--- config.mk ---
export PLATFORM = sky130hd
export DESIGN_NAME = cfg_steer_unit
export DESIGN_NICKNAME = d
export VERILOG_FILES = /design/src/rtl/cfg_steer_pkg.sv /design/src/rtl/cfg_lane_calc.sv /design/src/rtl/cfg_hdr_reg.sv /design/src/rtl/cfg_access_fsm.sv /design/src/rtl/cfg_steer_unit.sv
export SDC_FILE = /design/constraint.sdc
export NUM_CORES = 1
export LEC_CHECK = 0
export BUFFER_PORTS_ARGS = -buffer_cell sky130_fd_sc_hd__buf_2
export CORE_UTILIZATION = 40
export DETAILED_ROUTE_END_ITERATION = 10
export PLACE_DENSITY = 0.68
export SYNTH_ARGS = -nofsm -noshare
export SYNTH_HDL_FRONTEND = slang
export SYNTH_HIERARCHICAL = 1
export SYNTH_SLANG_ARGS = --single-unit
--- constraint.sdc ---
create_clock -name clk -period 1.6 [get_ports clk]
set_input_delay 0.32 -clock clk [delete_from_list [all_inputs] [get_ports clk]]
set_output_delay 0.32 -clock clk [all_outputs]
set_load 0.1 [all_outputs]
--- src/rtl/cfg_steer_pkg.sv ---
package cfg_steer_pkg;

    typedef enum logic [1:0] {
        ST_IDLE  = 2'd0,
        ST_ISSUE = 2'd1,
        ST_WAIT  = 2'd2,
        ST_RESP  = 2'd3
    } cfg_state_e;

    typedef enum logic [1:0] {
        SZ_BYTE = 2'd0,
        SZ_HALF = 2'd1,
        SZ_WORD = 2'd2,
        SZ_RSVD = 2'd3
    } cfg_size_e;

    // Header layout: bit 20 force, 19:16 override enables, 15:8 bus, 7:0 devfn
    typedef struct packed {
        logic       force_be;
        logic [3:0] be;
        logic [7:0] bus;
        logic [7:0] devfn;
    } cfg_hdr_t;

    localparam int HDR_W = $bits(cfg_hdr_t);

endpackage

--- src/rtl/cfg_lane_calc.sv ---
module cfg_lane_calc #(
    parameter int DATA_W = 32,
    localparam int LANES = DATA_W / 8,
    localparam int OFF_W = $clog2(LANES)
) (
    input  logic [1:0]        size_code,
    input  logic [OFF_W-1:0]  offset,
    input  logic              is_write,
    input  logic [DATA_W-1:0] wdata_in,
    input  logic              force_be,
    input  logic [LANES-1:0]  override_be,
    output logic [LANES-1:0]  be_out,
    output logic [DATA_W-1:0] wdata_out,
    output logic              bad
);

    logic [OFF_W:0]      nbytes;
    logic [OFF_W+1:0]    span_end;
    logic [LANES-1:0]    size_mask;
    logic [DATA_W-1:0]   data_mask;
    logic                size_bad;
    logic                crosses;

    assign size_bad = (int'(size_code) > OFF_W);
    assign nbytes   = size_bad ? '0 : (OFF_W+1)'(1 << size_code);
    assign span_end = {2'b00, offset} + {1'b0, nbytes};
    assign crosses  = (span_end > (OFF_W+2)'(LANES));
    assign bad      = size_bad || crosses;

    for (genvar i = 0; i < LANES; i++) begin : g_lane
        assign size_mask[i]          = (i < int'(nbytes));
        assign data_mask[8*i +: 8]   = {8{size_mask[i]}};
    end

    always_comb begin
        if (force_be) begin
            be_out = override_be;
        end else begin
            be_out = size_mask << offset;
        end
        if (is_write) begin
            wdata_out = (wdata_in & data_mask) << (8 * int'(offset));
        end else begin
            wdata_out = '0;
        end
    end

endmodule

--- src/rtl/cfg_hdr_reg.sv ---
module cfg_hdr_reg
    import cfg_steer_pkg::*;
(
    input  logic     clk,
    input  logic     rst_n,
    input  logic     wr_en,
    input  cfg_hdr_t wr_hdr,
    input  logic     consume,
    output cfg_hdr_t hdr,
    output logic     armed
);

    always_ff @(posedge clk or negedge rst_n) begin
        if (!rst_n) begin
            hdr   <= '0;
            armed <= 1'b0;
        end else begin
            if (wr_en) begin
                hdr   <= wr_hdr;
                armed <= 1'b1;
            end else if (consume) begin
                armed <= 1'b0;
            end
        end
    end


    hdr_consumed_chk: assert property (@(posedge clk) disable iff (!rst_n)
        (consume && !wr_en) |=> !armed);

endmodule

--- src/rtl/cfg_access_fsm.sv ---
module cfg_access_fsm
    import cfg_steer_pkg::*;
(
    input  logic       clk,
    input  logic       rst_n,
    input  logic       start_issue,
    input  logic       start_direct,
    input  logic       dn_req_ready,
    input  logic       dn_rsp_valid,
    output cfg_state_e state,
    output logic       req_ready,
    output logic       dn_req_valid,
    output logic       rsp_valid
);

    cfg_state_e state_nx;

    always_ff @(posedge clk or negedge rst_n) begin
        if (!rst_n) begin
            state <= ST_IDLE;
        end else begin
            state <= state_nx;
        end
    end

    always_comb begin
        state_nx = state;
        unique case (state)
            ST_IDLE: begin
                if (start_issue) begin
                    state_nx = ST_ISSUE;
                end else if (start_direct) begin
                    state_nx = ST_RESP;
                end
            end
            ST_ISSUE: if (dn_req_ready) state_nx = ST_WAIT;
            ST_WAIT:  if (dn_rsp_valid) state_nx = ST_RESP;
            ST_RESP:  state_nx = ST_IDLE;
        endcase
    end

    always_comb begin
        req_ready    = (state == ST_IDLE);
        dn_req_valid = (state == ST_ISSUE);
        rsp_valid    = (state == ST_RESP);
    end


    rsp_pulse_chk: assert property (@(posedge clk) disable iff (!rst_n)
        rsp_valid |=> !rsp_valid);


    idle_excl_chk: assert property (@(posedge clk) disable iff (!rst_n)
        !(req_ready && (rsp_valid || dn_req_valid)));

endmodule

--- src/rtl/cfg_steer_unit.sv ---
module cfg_steer_unit
    import cfg_steer_pkg::*;
#(
    parameter int              ADDR_W   = 13,
    parameter int              WIN_AW   = 12,
    parameter logic [ADDR_W-1:0] WIN_BASE = 13'h1000,
    parameter logic [ADDR_W-1:0] HDR_ADDR = 13'h0000,
    parameter int              DATA_W   = 32,
    localparam int LANES = DATA_W / 8,
    localparam int OFF_W = $clog2(LANES),
    localparam int DW_AW = WIN_AW - OFF_W
) (
    input  logic              clk,
    input  logic              rst_n,
    input  logic              req_valid,
    output logic              req_ready,
    input  logic              req_write,
    input  logic [ADDR_W-1:0] req_addr,
    input  logic [1:0]        req_size,
    input  logic [DATA_W-1:0] req_wdata,
    output logic              rsp_valid,
    output logic              rsp_err,
    output logic [DATA_W-1:0] rsp_rdata,
    output logic              dn_req_valid,
    input  logic              dn_req_ready,
    output logic              dn_req_write,
    output logic [7:0]        dn_req_bus,
    output logic [7:0]        dn_req_devfn,
    output logic [DW_AW-1:0]  dn_req_dw_addr,
    output logic [LANES-1:0]  dn_req_be,
    output logic [DATA_W-1:0] dn_req_wdata,
    input  logic              dn_rsp_valid,
    input  logic [DATA_W-1:0] dn_rsp_rdata
);

    cfg_state_e        state;
    cfg_hdr_t          hdr_q;
    logic              armed;
    logic              accept;
    logic              is_hdr;
    logic              is_win;
    logic              hdr_ok;
    logic              hdr_wr;
    logic              win_take;
    logic              win_go;
    logic              go_direct;
    logic [LANES-1:0]  calc_be;
    logic [DATA_W-1:0] calc_wd;
    logic              calc_bad;
    logic              lat_write;
    logic [LANES-1:0]  lat_be;
    logic [DATA_W-1:0] lat_wd;
    logic [DW_AW-1:0]  lat_dw;
    logic [DATA_W-1:0] rdata_q;
    logic              err_q;

    assign accept    = req_valid && req_ready;
    assign is_hdr    = (req_addr == HDR_ADDR);
    assign is_win    = (req_addr[ADDR_W-1:WIN_AW] == WIN_BASE[ADDR_W-1:WIN_AW]);
    assign hdr_ok    = is_hdr && (req_size == SZ_WORD);
    assign hdr_wr    = accept && hdr_ok && req_write;
    assign win_take  = accept && is_win;
    assign win_go    = win_take && armed && !calc_bad;
    assign go_direct = accept && !win_go;

    cfg_lane_calc #(.DATA_W(DATA_W)) u_lane (
        .size_code   (req_size),
        .offset      (req_addr[OFF_W-1:0]),
        .is_write    (req_write),
        .wdata_in    (req_wdata),
        .force_be    (hdr_q.force_be),
        .override_be (hdr_q.be),
        .be_out      (calc_be),
        .wdata_out   (calc_wd),
        .bad         (calc_bad)
    );

    cfg_hdr_reg u_hdr (
        .clk     (clk),
        .rst_n   (rst_n),
        .wr_en   (hdr_wr),
        .wr_hdr  (req_wdata[HDR_W-1:0]),
        .consume (win_take),
        .hdr     (hdr_q),
        .armed   (armed)
    );

    cfg_access_fsm u_fsm (
        .clk          (clk),
        .rst_n        (rst_n),
        .start_issue  (win_go),
        .start_direct (go_direct),
        .dn_req_ready (dn_req_ready),
        .dn_rsp_valid (dn_rsp_valid),
        .state        (state),
        .req_ready    (req_ready),
        .dn_req_valid (dn_req_valid),
        .rsp_valid    (rsp_valid)
    );

    always_ff @(posedge clk or negedge rst_n) begin
        if (!rst_n) begin
            lat_write <= 1'b0;
            lat_be    <= '0;
            lat_wd    <= '0;
            lat_dw    <= '0;
        end else if (win_go) begin
            lat_write <= req_write;
            lat_be    <= calc_be;
            lat_wd    <= calc_wd;
            lat_dw    <= req_addr[WIN_AW-1:OFF_W];
        end
    end

    always_ff @(posedge clk or negedge rst_n) begin
        if (!rst_n) begin
            rdata_q <= '0;
            err_q   <= 1'b0;
        end else if (go_direct) begin
            err_q   <= !hdr_ok;
            rdata_q <= (hdr_ok && !req_write) ? DATA_W'(hdr_q) : '0;
        end else if (state == ST_WAIT && dn_rsp_valid) begin
            err_q   <= 1'b0;
            rdata_q <= lat_write ? '0 : dn_rsp_rdata;
        end
    end

    assign rsp_err        = err_q;
    assign rsp_rdata      = rdata_q;
    assign dn_req_write   = lat_write;
    assign dn_req_bus     = hdr_q.bus;
    assign dn_req_devfn   = hdr_q.devfn;
    assign dn_req_dw_addr = lat_dw;
    assign dn_req_be      = lat_be;
    assign dn_req_wdata   = lat_wd;


    req_stable_chk: assert property (@(posedge clk) disable iff (!rst_n)
        (dn_req_valid && !dn_req_ready) |=> (dn_req_valid && $stable(dn_req_be)
            && $stable(dn_req_wdata) && $stable(dn_req_dw_addr)
            && $stable(dn_req_write) && $stable(dn_req_bus)));


    force_be_chk: assert property (@(posedge clk) disable iff (!rst_n)
        (dn_req_valid && hdr_q.force_be) |-> (dn_req_be == hdr_q.be));


    read_zero_data_chk: assert property (@(posedge clk) disable iff (!rst_n)
        (dn_req_valid && !dn_req_write) |-> (dn_req_wdata == '0));


    refuse_bad_chk: assert property (@(posedge clk) disable iff (!rst_n)
        (win_take && calc_bad) |=> (rsp_valid && rsp_err));

endmodule

==> key figures, run 1 <==
STA
  • Worst setup margin: -924 ps
  • Final worst path period share: 1.58
  • Maximum clock frequency: 0.396 GHz
  • RSZ-0062 raised after global routing: yes
  • Relative slew slack: 0.648
  • Final Setup Violations: 104
  • Hold WS: 179 ps
  • Measured slew at the worst slew-check pin: 525 ps
  • Max Slew Vio Count: 0
  • Minimum clock period: 2520 ps
  • Clock Skew: 6.91 ps
  • Final hold vios: 0
  • Setup_tns: -68390 ps

Logic synthesis
  • Main synth FF type: dfrtp_1
  • #FFs+latches synth: 104
  • Sequential share of the synthesized area: 0.496
  • Synth Cell Area: 0.00525 mm2
  • Syn avg cell area: 11.6 um2
  • Post-synthesis cell count: 453
  • Post-Syn Nets: 550
  • YS warnings: 6
  • Synth cell types: 49
  • Post-synth EDFFs: 0
  • Asr flop ratio synth: 1.00

Status
  • Run status: finished with violations
  • Failing checks: negative setup slack

Placement
  • PortBufs: 183
  • Hpwl dp: 11300 um
  • Pre-CTS WS: -1330 ps
  • Placed Instance Area: 0.00670 mm2
  • GPL Wtd Cong: 0.892

Routing
  • First-pass DRT Iterations: 5
  • Final ANT Viol Nets: 0
  • Routed WL per cell: 19.1 um
  • Via count: 4649
  • DRT Wirelength: 16200 um
  • DR vias/cell: 5.48
  • Drt first-iter violations: 378
  • Post-route DRC: 0

Setup path
  • Endpoint class of the critical path: flop
  • Crit Path Max Fanout: 5
  • Crit-path cells: buf_12 -> buf_8 -> ha_4 -> fa_1 -> nor2_2 -> o21ai_1 -> a211o_1 -> nand3b_1 -> nor2_4 -> buf_6 -> buf_6 -> inv_2 -> a211oi_2 -> o32a_2
  • Worst Path Required: 1900 ps
  • CP max stage delay: 480 ps
  • Crit Path Category: input port to flop
  • Setup crit start kind: input port
  • Slowest cell on crit path: fa_1
  • Worst path arrival time: 2820 ps
  • CP most frequent cell: buf_6

Clock tree
  • Worst-path clk slew: 70 ps
  • Clock buffers created by TritonCTS: 9
  • CTS sink count: 104
  • CTS tree: yes
  • Worst-Skew Late Latency: 360 ps
  • Htree depth: 3
  • Root Driver: clkbuf_16
  • CTS Buffer Depth: 2

Layout
  • Core Util, Final: 0.592
  • Share of layout cells above drive strength 1: 0.536
  • Layout Nets: 768
  • Fin area: 0.00753 mm2
  • Most frequent cells in the layout: buf_2 (175), dfrtp_1 (104), mux2_2 (35)
  • Antenna cells: 0
  • Area Growth Syn to Fin: 43.5%
  • Commonest non-fill, non-tap cell in the layout: buf_2

Power
  • Internal Power: 5.70 mW
  • Comb pwr share: 0.528
  • Switching part of the total: 0.501
  • Leak: 3.79 nW
  • Peak VDD IR: 0.770 mV
  • Clock power frac: 0.186
  • Sequential power share: 0.286
  • NetSw: 5.72 mW
  • Power density cells: 1520 mW/mm2

Global routing
  • Initial antenna violation count: 0
  • Largest net degree at the start of global routing: 59
  • Gr usage total: 0.236
  • First-pass GRT wire length: 23600 um
  • Vias in the first global route: 4348
  • Grt total ovfl: 0

Run
  • Total of max-cap violations: 0

Floorplanning
  • Initial Util: 0.412
  • Core area: 0.0127 mm2
  • Die area: 0.0136 mm2
  • Row cnt: 41
  • Die Ht: 117 um
  • Io pins: 184
  • Die Width: 117 um

Worst hold path
  • Hold Crit Class: input port to flop
## flip-flops by register name (all words and copies together), names as in the netlist, 2 cells and up
register,cells
rsp_rdata,32
u_fsm/state,2
dn_req_be,4
dn_req_dw_addr,10
dn_req_wdata,32
u_hdr/hdr,21
## cell families (layout without fill, tap and decap cells)
kind of cell | count (synthesis) | in the layout | synth area share
DFF | 104 | 104 | 0.496
buffers and inverters | 46 | 268 | 0.0553
muxes | 69 | 69 | 0.148
AOI/OAI and AO/OA | 118 | 118 | 0.168
and+or+nand+nor | 104 | 105 | 0.103
adders and majority gates | 12 | 12 | 0.0300
## cell type report
class / instances / area, um2
Fill cell: 1091 / 5200
Multi-Input combinational cell: 304 / 2680
Sequential cell: 104 / 2600
Timing Repair Buffer: 243 / 1690
Clock buffer: 13 / 250
Tap cell: 172 / 215
Inverter: 9 / 61.3
Clock inverter: 3 / 25.0
## metal layers
layer / vias up / global-route usage / share of wire
met5: - / 0 / 0
met4: 0 / 0.0744 / 0.020
met3: 29 / 0.0571 / 0.076
met2: 219 / 0.381 / 0.47
met1: 2300 / 0.313 / 0.43
li1: 2101 / - / -
## cell usage after synthesis, drive strengths merged (4+ instances only)
library cell | number | area share
and2 | 10 | 0.012
and3 | 10 | 0.012
a22o | 12 | 0.020
buf | 25 | 0.036
dfrtp | 104 | 0.50
ha | 11 | 0.026
a21oi | 27 | 0.026
nor3 | 5 | 0.0067
mux2 | 68 | 0.15
a32oi | 21 | 0.035
clkbuf | 12 | 0.013
o22ai | 16 | 0.019
nor2 | 35 | 0.025
o21a | 16 | 0.023
a2bb2oi | 7 | 0.012
nand2b | 7 | 0.0083
inv | 9 | 0.0064
nand2 | 21 | 0.015
a32o | 8 | 0.015
nor2b | 4 | 0.0067
## timing repair
item	4_1_cts	5_1_grt
endpoints found under the hold margin	10	0
gates resized for setup	41	54
gates cloned	5	3
pin swaps	8	23
setup buffers	4	10
endpoints found under the setup margin	106	107
hold buffers	1	0
## critical path: cells and delay by family
| family | cells | cell delay, ps |
|---|---|---|
| compound gates | 4 | 800 |
| fa+ha+maj | 2 | 640 |
| simple gates | 3 | 560 |
| buf+inv | 5 | 500 |
## worst paths after layout
path | from | end | slack, ps | cells after the start
min in group asynchronous | rst_n | dn_req_dw_addr[4]$_DFFE_PN0P_ | 350 | 2
worst min register to register | rsp_rdata[29]$_DFFE_PN0P_ | rsp_rdata[29]$_DFFE_PN0P_ | 500 | 1
max in group asynchronous | rst_n | dn_req_wdata[30]$_DFFE_PN0P_ | 530 | 3
worst max register to register | u_fsm/state[0]$_DFFE_PN0P_ | u_fsm/state[0]$_DFFE_PN0P_ | -180 | 9
worst min-delay path | dn_rsp_rdata[29] | rsp_rdata[29]$_DFFE_PN0P_ | 180 | 2
worst max-delay path | req_size[0] | u_fsm/state[0]$_DFFE_PN0P_ | -920 | 14
## stage by stage
stage          std cells  total power [mW]
2_1_floorplan        453              7.68
3_3_place_gp         814              8.84
3_5_place_dp         814              8.94
4_1_cts              839              11.3
5_1_grt              848              11.9
6_report             848              11.4
## power groups by stage
stage          Combinational, mW  Clock, mW  Sequential (mW)
2_1_floorplan               1.58          0             6.10
3_3_place_gp                5.55          0             3.29
3_5_place_dp                5.63          0             3.31
4_1_cts                     5.86       2.16             3.26
5_1_grt                     6.30       2.29             3.31
6_report                    6.03       2.12             3.27
No activity file was read; power rests on OpenSTA's default activity.
==> run 2: changes to the inputs <==
--- a/config.mk
+++ b/config.mk
@@ -6,9 +6,9 @@
 export NUM_CORES = 1
 export LEC_CHECK = 0
 export BUFFER_PORTS_ARGS = -buffer_cell sky130_fd_sc_hd__buf_2
-export CORE_UTILIZATION = 40
+export CORE_UTILIZATION = 35
 export DETAILED_ROUTE_END_ITERATION = 10
-export PLACE_DENSITY = 0.68
+export PLACE_DENSITY = 0.59
 export SYNTH_ARGS = -nofsm -noshare
 export SYNTH_HDL_FRONTEND = slang
 export SYNTH_HIERARCHICAL = 1
==> run 2 against run 1 <==
Effect of this change: the flow still finishes with violations (negative setup slack); clock-buffer cell count unchanged; final cell count increased by 0.71%; non-clock buffer count decreased by 5; combinational power shrank 2%; first-iteration DRC count fell by 23%; total power rose by 0.13%; register-to-register slack better by 50 ps; clock skew about the same; largest power group unchanged.
==> key figures, run 2 (synthesized netlist as in run 1, its figures left out) <==
Layout
  • Finished Layout Cells: 854 (+0.71%)
  • Fin area: 0.00751 mm2 (-0.23%)
  • Share of layout cells above drive strength 1: 0.525 (-0.0101)
  • Antenna cells: 0 (unchanged)
  • Seq. cell area: 0.00260 mm2 (unchanged)
  • Layout fillers: 1336 (+22%)
  • Commonest non-fill, non-tap cell in the layout: buf_2
  • Area of the multi-input gates: 0.00269 mm2 (+0.33%)
  • Area Growth Syn to Fin: 43.1%
  • Layout Nets: 763 (-0.65%)
  • Most frequent cells in the layout: buf_2 (176), dfrtp_1 (104), mux2_4 (50)

Floorplanning
  • Die Ht: 124 um (+6.8%)
  • Die area: 0.0155 mm2 (+14%)
  • Core area: 0.0146 mm2 (+15%)
  • Initial Util: 0.360 (-0.0528)
  • Row cnt: 44 (+7.3%)
  • Io pins: 184 (unchanged)
  • Die Width: 124 um (+6.8%)

Run
  • Total of max-cap violations: 0 (unchanged)

Setup path
  • Worst-case reg-to-reg path depth: 7 (-2)
  • Delay-heaviest family, CP: adder cells
  • Crit Path Category: input port to flop
  • Worst Path Required: 1830 ps (-70 ps)
  • CP max stage delay: 480 ps (about the same)
  • Worst path arrival time: 2780 ps (-40 ps)
  • Endpoint class of the critical path: flop
  • CP Buf/Inv Count: 4 (-1)
  • Crit Path Max Fanout: 8 (+3)
  • WP depth: 13 (-1)
  • Crit-path cells: buf_12 -> inv_12 -> ha_4 -> ha_4 -> fa_1 -> nor2_2 -> o21ai_1 -> a211o_1 -> nand3b_1 -> nor2_4 -> buf_6 -> buf_12 -> mux2_4
  • Setup crit start kind: input port
  • Slowest cell on crit path: fa_1

STA
  • Minimum clock period: 2550 ps (+24.1 ps)
  • Max Slew Vio Count: 0 (unchanged)
  • Final hold vios: 0 (unchanged)
  • RSZ-0062 raised after global routing: yes
  • Measured slew at the worst slew-check pin: 517 ps (-8.39 ps)
  • Worst setup margin: -948 ps (-24.1 ps)
  • Final worst path period share: 1.59 (+0.0151)
  • Relative slew slack: 0.658 (+0.00950)
  • Final Setup Violations: 82 (-21%)
  • Clock Skew: 6.70 ps (-0.211 ps)
  • Hold WS: 184 ps (+5.37 ps)
  • Maximum clock frequency: 0.392 GHz (-0.95%)

Clock tree
  • CTS sink count: 104 (unchanged)
  • CTS Buffer Depth: 2 (unchanged)
  • Clock buffers created by TritonCTS: 9 (unchanged)
  • Worst-path clk slew: 70 ps (about the same)
  • CTS tree: yes
  • Htree depth: 3 (unchanged)
  • Root Driver: clkbuf_16
  • Worst-Skew Late Latency: 350 ps (about the same)

Global routing
  • Initial antenna violation count: 0 (unchanged)
  • Gr busiest metal: met2
  • Largest net degree at the start of global routing: 43 (-27%)
  • Gr usage total: 0.217 (-0.0190)
  • Met3 Use GR: 0.0528 (-0.00425)
  • Vias in the first global route: 4758 (+9.4%)
  • First-pass GRT wire length: 26000 um (+10%)
  • Met2 Use GR: 0.338 (-0.0438)
  • GR Util met1: 0.290 (-0.0231)
  • Grt total ovfl: 0 (unchanged)

Routing
  • DRT Wirelength: 16500 um (+1.7%)
  • Drt first-iter violations: 291 (-23%)
  • Final ANT Viol Nets: 0 (unchanged)
  • Post-route DRC: 0 (unchanged)
  • DR vias/cell: 5.41 (-1.3%)
  • First-pass DRT Iterations: 5 (unchanged)
  • Via count: 4621 (-0.60%)
  • Routed WL per cell: 19.3 um (+1.0%)

Power
  • Peak VDD IR: 1.13 mV (+47%)
  • Sequential power share: 0.285 (about the same)
  • Leak: 3.78 nW (-0.31%)
  • NetSw: 5.57 mW (-2.6%)
  • Comb pwr share: 0.515 (-0.013)
  • Internal Power: 5.86 mW (+2.9%)
  • Clock power frac: 0.201 (+0.015)
  • Switching part of the total: 0.487 (-0.0136)
  • Power density cells: 1520 mW/mm2 (+0.36%)

Status
  • Failing checks: negative setup slack
  • Run status: finished with violations

Placement
  • GPL Wtd Cong: 0.808 (-9.4%)
  • Hpwl dp: 11600 um (+2.5%)
  • PortBufs: 183 (unchanged)
  • Placed Instance Area: 0.00671 mm2 (+0.19%)
  • Placed insts: 824 (+1.2%)

Worst hold path
  • Hold Crit Class: input port to flop
  • Min-Delay Path Depth: 2 (unchanged)
## run 2: area by class of cell
cell class | instances | share of cell area
Clock buffer | 13 | 0.0360
Clock inverter | 2 | 0.00500
Inverter | 9 | 0.00783
Multi-Input combinational cell | 304 | 0.358
Sequential cell | 104 | 0.347
Tap cell | 184 | 0.0307
Timing Repair Buffer | 238 | 0.216
## run 2: layer usage
| metal | part of all wire | wire length, um |
|---|---|---|
| met5 | 0 | 0 |
| met4 | 0.026 | 425 |
| met3 | 0.060 | 997 |
| met2 | 0.48 | 7850 |
| met1 | 0.44 | 7240 |
## run 2: repair_timing
item / 4_1_cts / 5_1_grt
endpoints found under the setup margin: 106 / 107
pin swaps: 4 / 6
setup buffers: 13 / 3
gates cloned: 4 / 2
gates resized for setup: 72 / 24
hold buffers: 1 / 0
endpoints found under the hold margin: 16 / 0
## run 2: final timing paths
path / from / slack, ps / to
worst min-delay path: dn_rsp_rdata[31] / 180 / rsp_rdata[31]$_DFFE_PN0P_
worst min register to register: rsp_err$_DFFE_PN0P_ / 490 / rsp_err$_DFFE_PN0P_
min in group asynchronous: rst_n / 410 / dn_req_wdata[3]$_DFFE_PN0P_
worst max-delay path: req_size[1] / -950 / dn_req_dw_addr[7]$_DFFE_PN0P_
worst max register to register: u_fsm/state[1]$_DFFE_PN0P_ / -130 / dn_req_dw_addr[7]$_DFFE_PN0P_
max in group asynchronous: rst_n / 650 / dn_req_wdata[24]$_DFFE_PN0P_
## run 2: worst reg2reg max path, cell delays in order, from the launching register on
cell,delay [ps]
dfrtp_1,390
inv_2,90
ha_4,170
nand2_1,140
nor2_4,210
buf_6,160
buf_12,150
mux2_4,310
## run 2: through the flow
stage	TNS, ps	power [mW]	utilization	worst slack (ps)
floorplan	-81860	7.68	-	-1110
global placement	-114880	8.86	0.460	-1320
CTS	-69070	11.4	0.512	-882
global route	-81450	11.9	0.515	-1050
detailed placement	-119020	8.94	0.460	-1380
finish	-72660	11.4	0.515	-948
## run 2: power by group through the flow
stage / sequential (mW) / combinational (mW) / clock, mW
CTS: 3.26 / 5.82 / 2.36
detailed placement: 3.30 / 5.63 / 0
finish: 3.25 / 5.88 / 2.29
global route: 3.31 / 6.15 / 2.47
global placement: 3.29 / 5.57 / 0
floorplan: 6.10 / 1.58 / 0
==> run 3: changes to the inputs <==
--- a/config.mk
+++ b/config.mk
@@ -9,6 +9,7 @@
 export CORE_UTILIZATION = 35
 export DETAILED_ROUTE_END_ITERATION = 10
 export PLACE_DENSITY = 0.59
+export SKIP_LAST_GASP = 1
 export SYNTH_ARGS = -nofsm -noshare
 export SYNTH_HDL_FRONTEND = slang
 export SYNTH_HIERARCHICAL = 1
==> run 3 against run 2 <==
Effect of this change: the flow still finishes with violations (negative setup slack); hold slack got worse by 1.7 ps; clock-buffer cell count unchanged; non-clock buffer count increased by 5; via count decreased by 0.39%; largest power group unchanged.
==> key figures, run 3 (synthesized netlist as in run 1, its figures left out) <==
Status
  • Run status: finished with violations
  • Failing checks: negative setup slack

Clock tree
  • Root Driver: clkbuf_16
  • Worst-Skew Late Latency: 350 ps (about the same)
  • Clock buffers created by TritonCTS: 9 (unchanged)
  • Htree depth: 3 (unchanged)
  • CTS Buffer Depth: 2 (unchanged)
  • CTS sink count: 104 (unchanged)
  • CTS tree: yes
  • Worst-path clk slew: 70 ps (about the same)

Routing
  • Final ANT Viol Nets: 0 (unchanged)
  • DRT Wirelength: 17100 um (+3.2%)
  • Drt first-iter violations: 317 (+8.9%)
  • Via count: 4603 (-0.39%)
  • Post-route DRC: 0 (unchanged)
  • First-pass DRT Iterations: 5 (unchanged)
  • DR vias/cell: 5.36 (-0.97%)
  • Routed WL per cell: 19.8 um (+2.6%)

Floorplanning
  • Die Width: 124 um (unchanged)
  • Io pins: 184 (unchanged)
  • Die area: 0.0155 mm2 (unchanged)
  • Row cnt: 44 (unchanged)
  • Initial Util: 0.360 (unchanged)
  • Core area: 0.0146 mm2 (unchanged)
  • Die Ht: 124 um (unchanged)

Placement
  • Placed insts: 824 (unchanged)
  • GPL Wtd Cong: 0.808 (unchanged)
  • Hpwl dp: 11600 um (unchanged)
  • Pre-CTS WS: -1380 ps (unchanged)
  • PortBufs: 183 (unchanged)

STA
  • Final Setup Violations: 82 (unchanged)
  • Maximum clock frequency: 0.390 GHz (-0.62%)
  • Clock Skew: 7.25 ps (+0.544 ps)
  • Minimum clock period: 2560 ps (+15.9 ps)
  • Relative slew slack: 0.658 (about the same)
  • Worst setup margin: -964 ps (-15.9 ps)
  • Final hold vios: 0 (unchanged)
  • Hold WS: 182 ps (-1.74 ps)
  • Final worst path period share: 1.60 (+0.00992)
  • RSZ-0062 raised after global routing: yes
  • Max Slew Vio Count: 0 (unchanged)
  • Measured slew at the worst slew-check pin: 516 ps (-0.977 ps)

Layout
  • Layout Nets: 768 (+0.66%)
  • Commonest non-fill, non-tap cell in the layout: buf_2
  • Share of layout cells above drive strength 1: 0.529 (+0.00352)
  • Layout fillers: 1321 (-1.1%)
  • Finished Layout Cells: 859 (+0.59%)
  • Antenna cells: 0 (unchanged)
  • Core Util, Final: 0.525 (+0.0108)
  • Most frequent cells in the layout: buf_2 (176), dfrtp_1 (104), mux2_4 (62)
  • Area Growth Syn to Fin: 46.1%

Global routing
  • First-pass GRT wire length: 26000 um (-0.24%)
  • Gr usage total: 0.217 (about the same)
  • GR Util met1: 0.286 (-0.00359)
  • Met2 Use GR: 0.341 (+0.00292)
  • Gr busiest metal: met2
  • Met3 Use GR: 0.0537 (+0.000859)
  • Grt total ovfl: 0 (unchanged)
  • Largest net degree at the start of global routing: 43 (unchanged)
  • Initial antenna violation count: 0 (unchanged)
  • Vias in the first global route: 4769 (+0.23%)

Setup path
  • Endpoint class of the critical path: flop
  • Worst-case reg-to-reg path depth: 7 (unchanged)
  • Critical path destination: dn_req_dw_addr[7]$_DFFE_PN0P_
  • Worst Path Required: 1830 ps (about the same)
  • Worst path arrival time: 2800 ps (+20 ps)
  • Worst reg2reg setup slack: -130 ps (about the same)
  • Critical R2R Launch: u_fsm/state[1]$_DFFE_PN0P_
  • Crit path launch: req_size[1]
  • Crit Path Category: input port to flop
  • Worst reg2reg endpoint: dn_req_dw_addr[7]$_DFFE_PN0P_
  • Setup crit start kind: input port
  • Crit Path Max Fanout: 8 (unchanged)

Run
  • Total of max-cap violations: 0 (unchanged)

Worst hold path
  • Min-Delay Path Depth: 2 (unchanged)
  • Hold Crit Class: input port to flop

Power
  • Pwr Total: 11.5 mW (+1.0%)
  • Peak VDD IR: 1.13 mV (+0.21%)
  • Power density cells: 1510 mW/mm2 (-1.0%)
  • Leak: 3.85 nW (+1.9%)
==> run 3: final cells by class <==
class	instances	area, um2	area share
multi-input cells	304	2730	0.355
flip-flops and latches	104	2600	0.339
repair buffers	243	1740	0.227
clock buffers	13	270	0.0353
well taps	184	230	0.0300
inverters	9	58.8	0.00767
clock inverters	2	37.5	0.00490
==> run 3: how the worst min path moves through the flow <==
stage                      from                       endpoint  slack (ps)
3_3_place_gp              rst_n  dn_req_dw_addr[5]$_DFFE_PN0P_         230
2_1_floorplan             rst_n       dn_req_be[0]$_DFFE_PN0P_          20
5_1_grt        dn_rsp_rdata[24]      rsp_rdata[24]$_DFFE_PN0P_         180
4_1_cts        dn_rsp_rdata[21]      rsp_rdata[21]$_DFFE_PN0P_         180
6_report       dn_rsp_rdata[31]      rsp_rdata[31]$_DFFE_PN0P_         180
3_5_place_dp              rst_n  dn_req_dw_addr[5]$_DFFE_PN0P_         230
==> run 3: what timing repair did <==
item | 4_1_cts | 5_1_grt
hold buffers | 1 | 0
cloned | 4 | 5
gates resized for setup | 51 | 56
setup buffers | 13 | 6
pin swaps | 4 | 8
hold endpoints to repair | 16 | 0
endpoints found under the setup margin | 106 | 108
==> run 3: through the flow <==
step	TNS, ps	area [um2]
final	-75320	7670
after global routing	-82800	7670
after CTS	-69670	7390
after detailed placement	-119020	6710
after global placement	-114880	6710
after floorplan	-81860	5350
==> run 3: critical path: stages <==
cell	delay (ps)
buf_12	90
inv_12	30
ha_4	150
ha_4	160
fa_1	480
nor2_2	130
o21ai_1	90
a211o_1	280
nand3b_1	260
nor2_4	190
buf_6	160
buf_12	150
mux2_4	310
==> run 3: layer usage <==
layer  wire, um  up-vias
met2       7970      189
met4        412        0
met1       7610     2272
li1           -     2110
met5          0        -
met3       1060       32
==> run 3: where the power goes <==
part | internal [mW] | switching [mW] | leakage [nW]
sequential | 3.05 | 0.204 | 1.38
combinational | 1.56 | 4.44 | 2.33
clock | 1.33 | 0.961 | 0.148
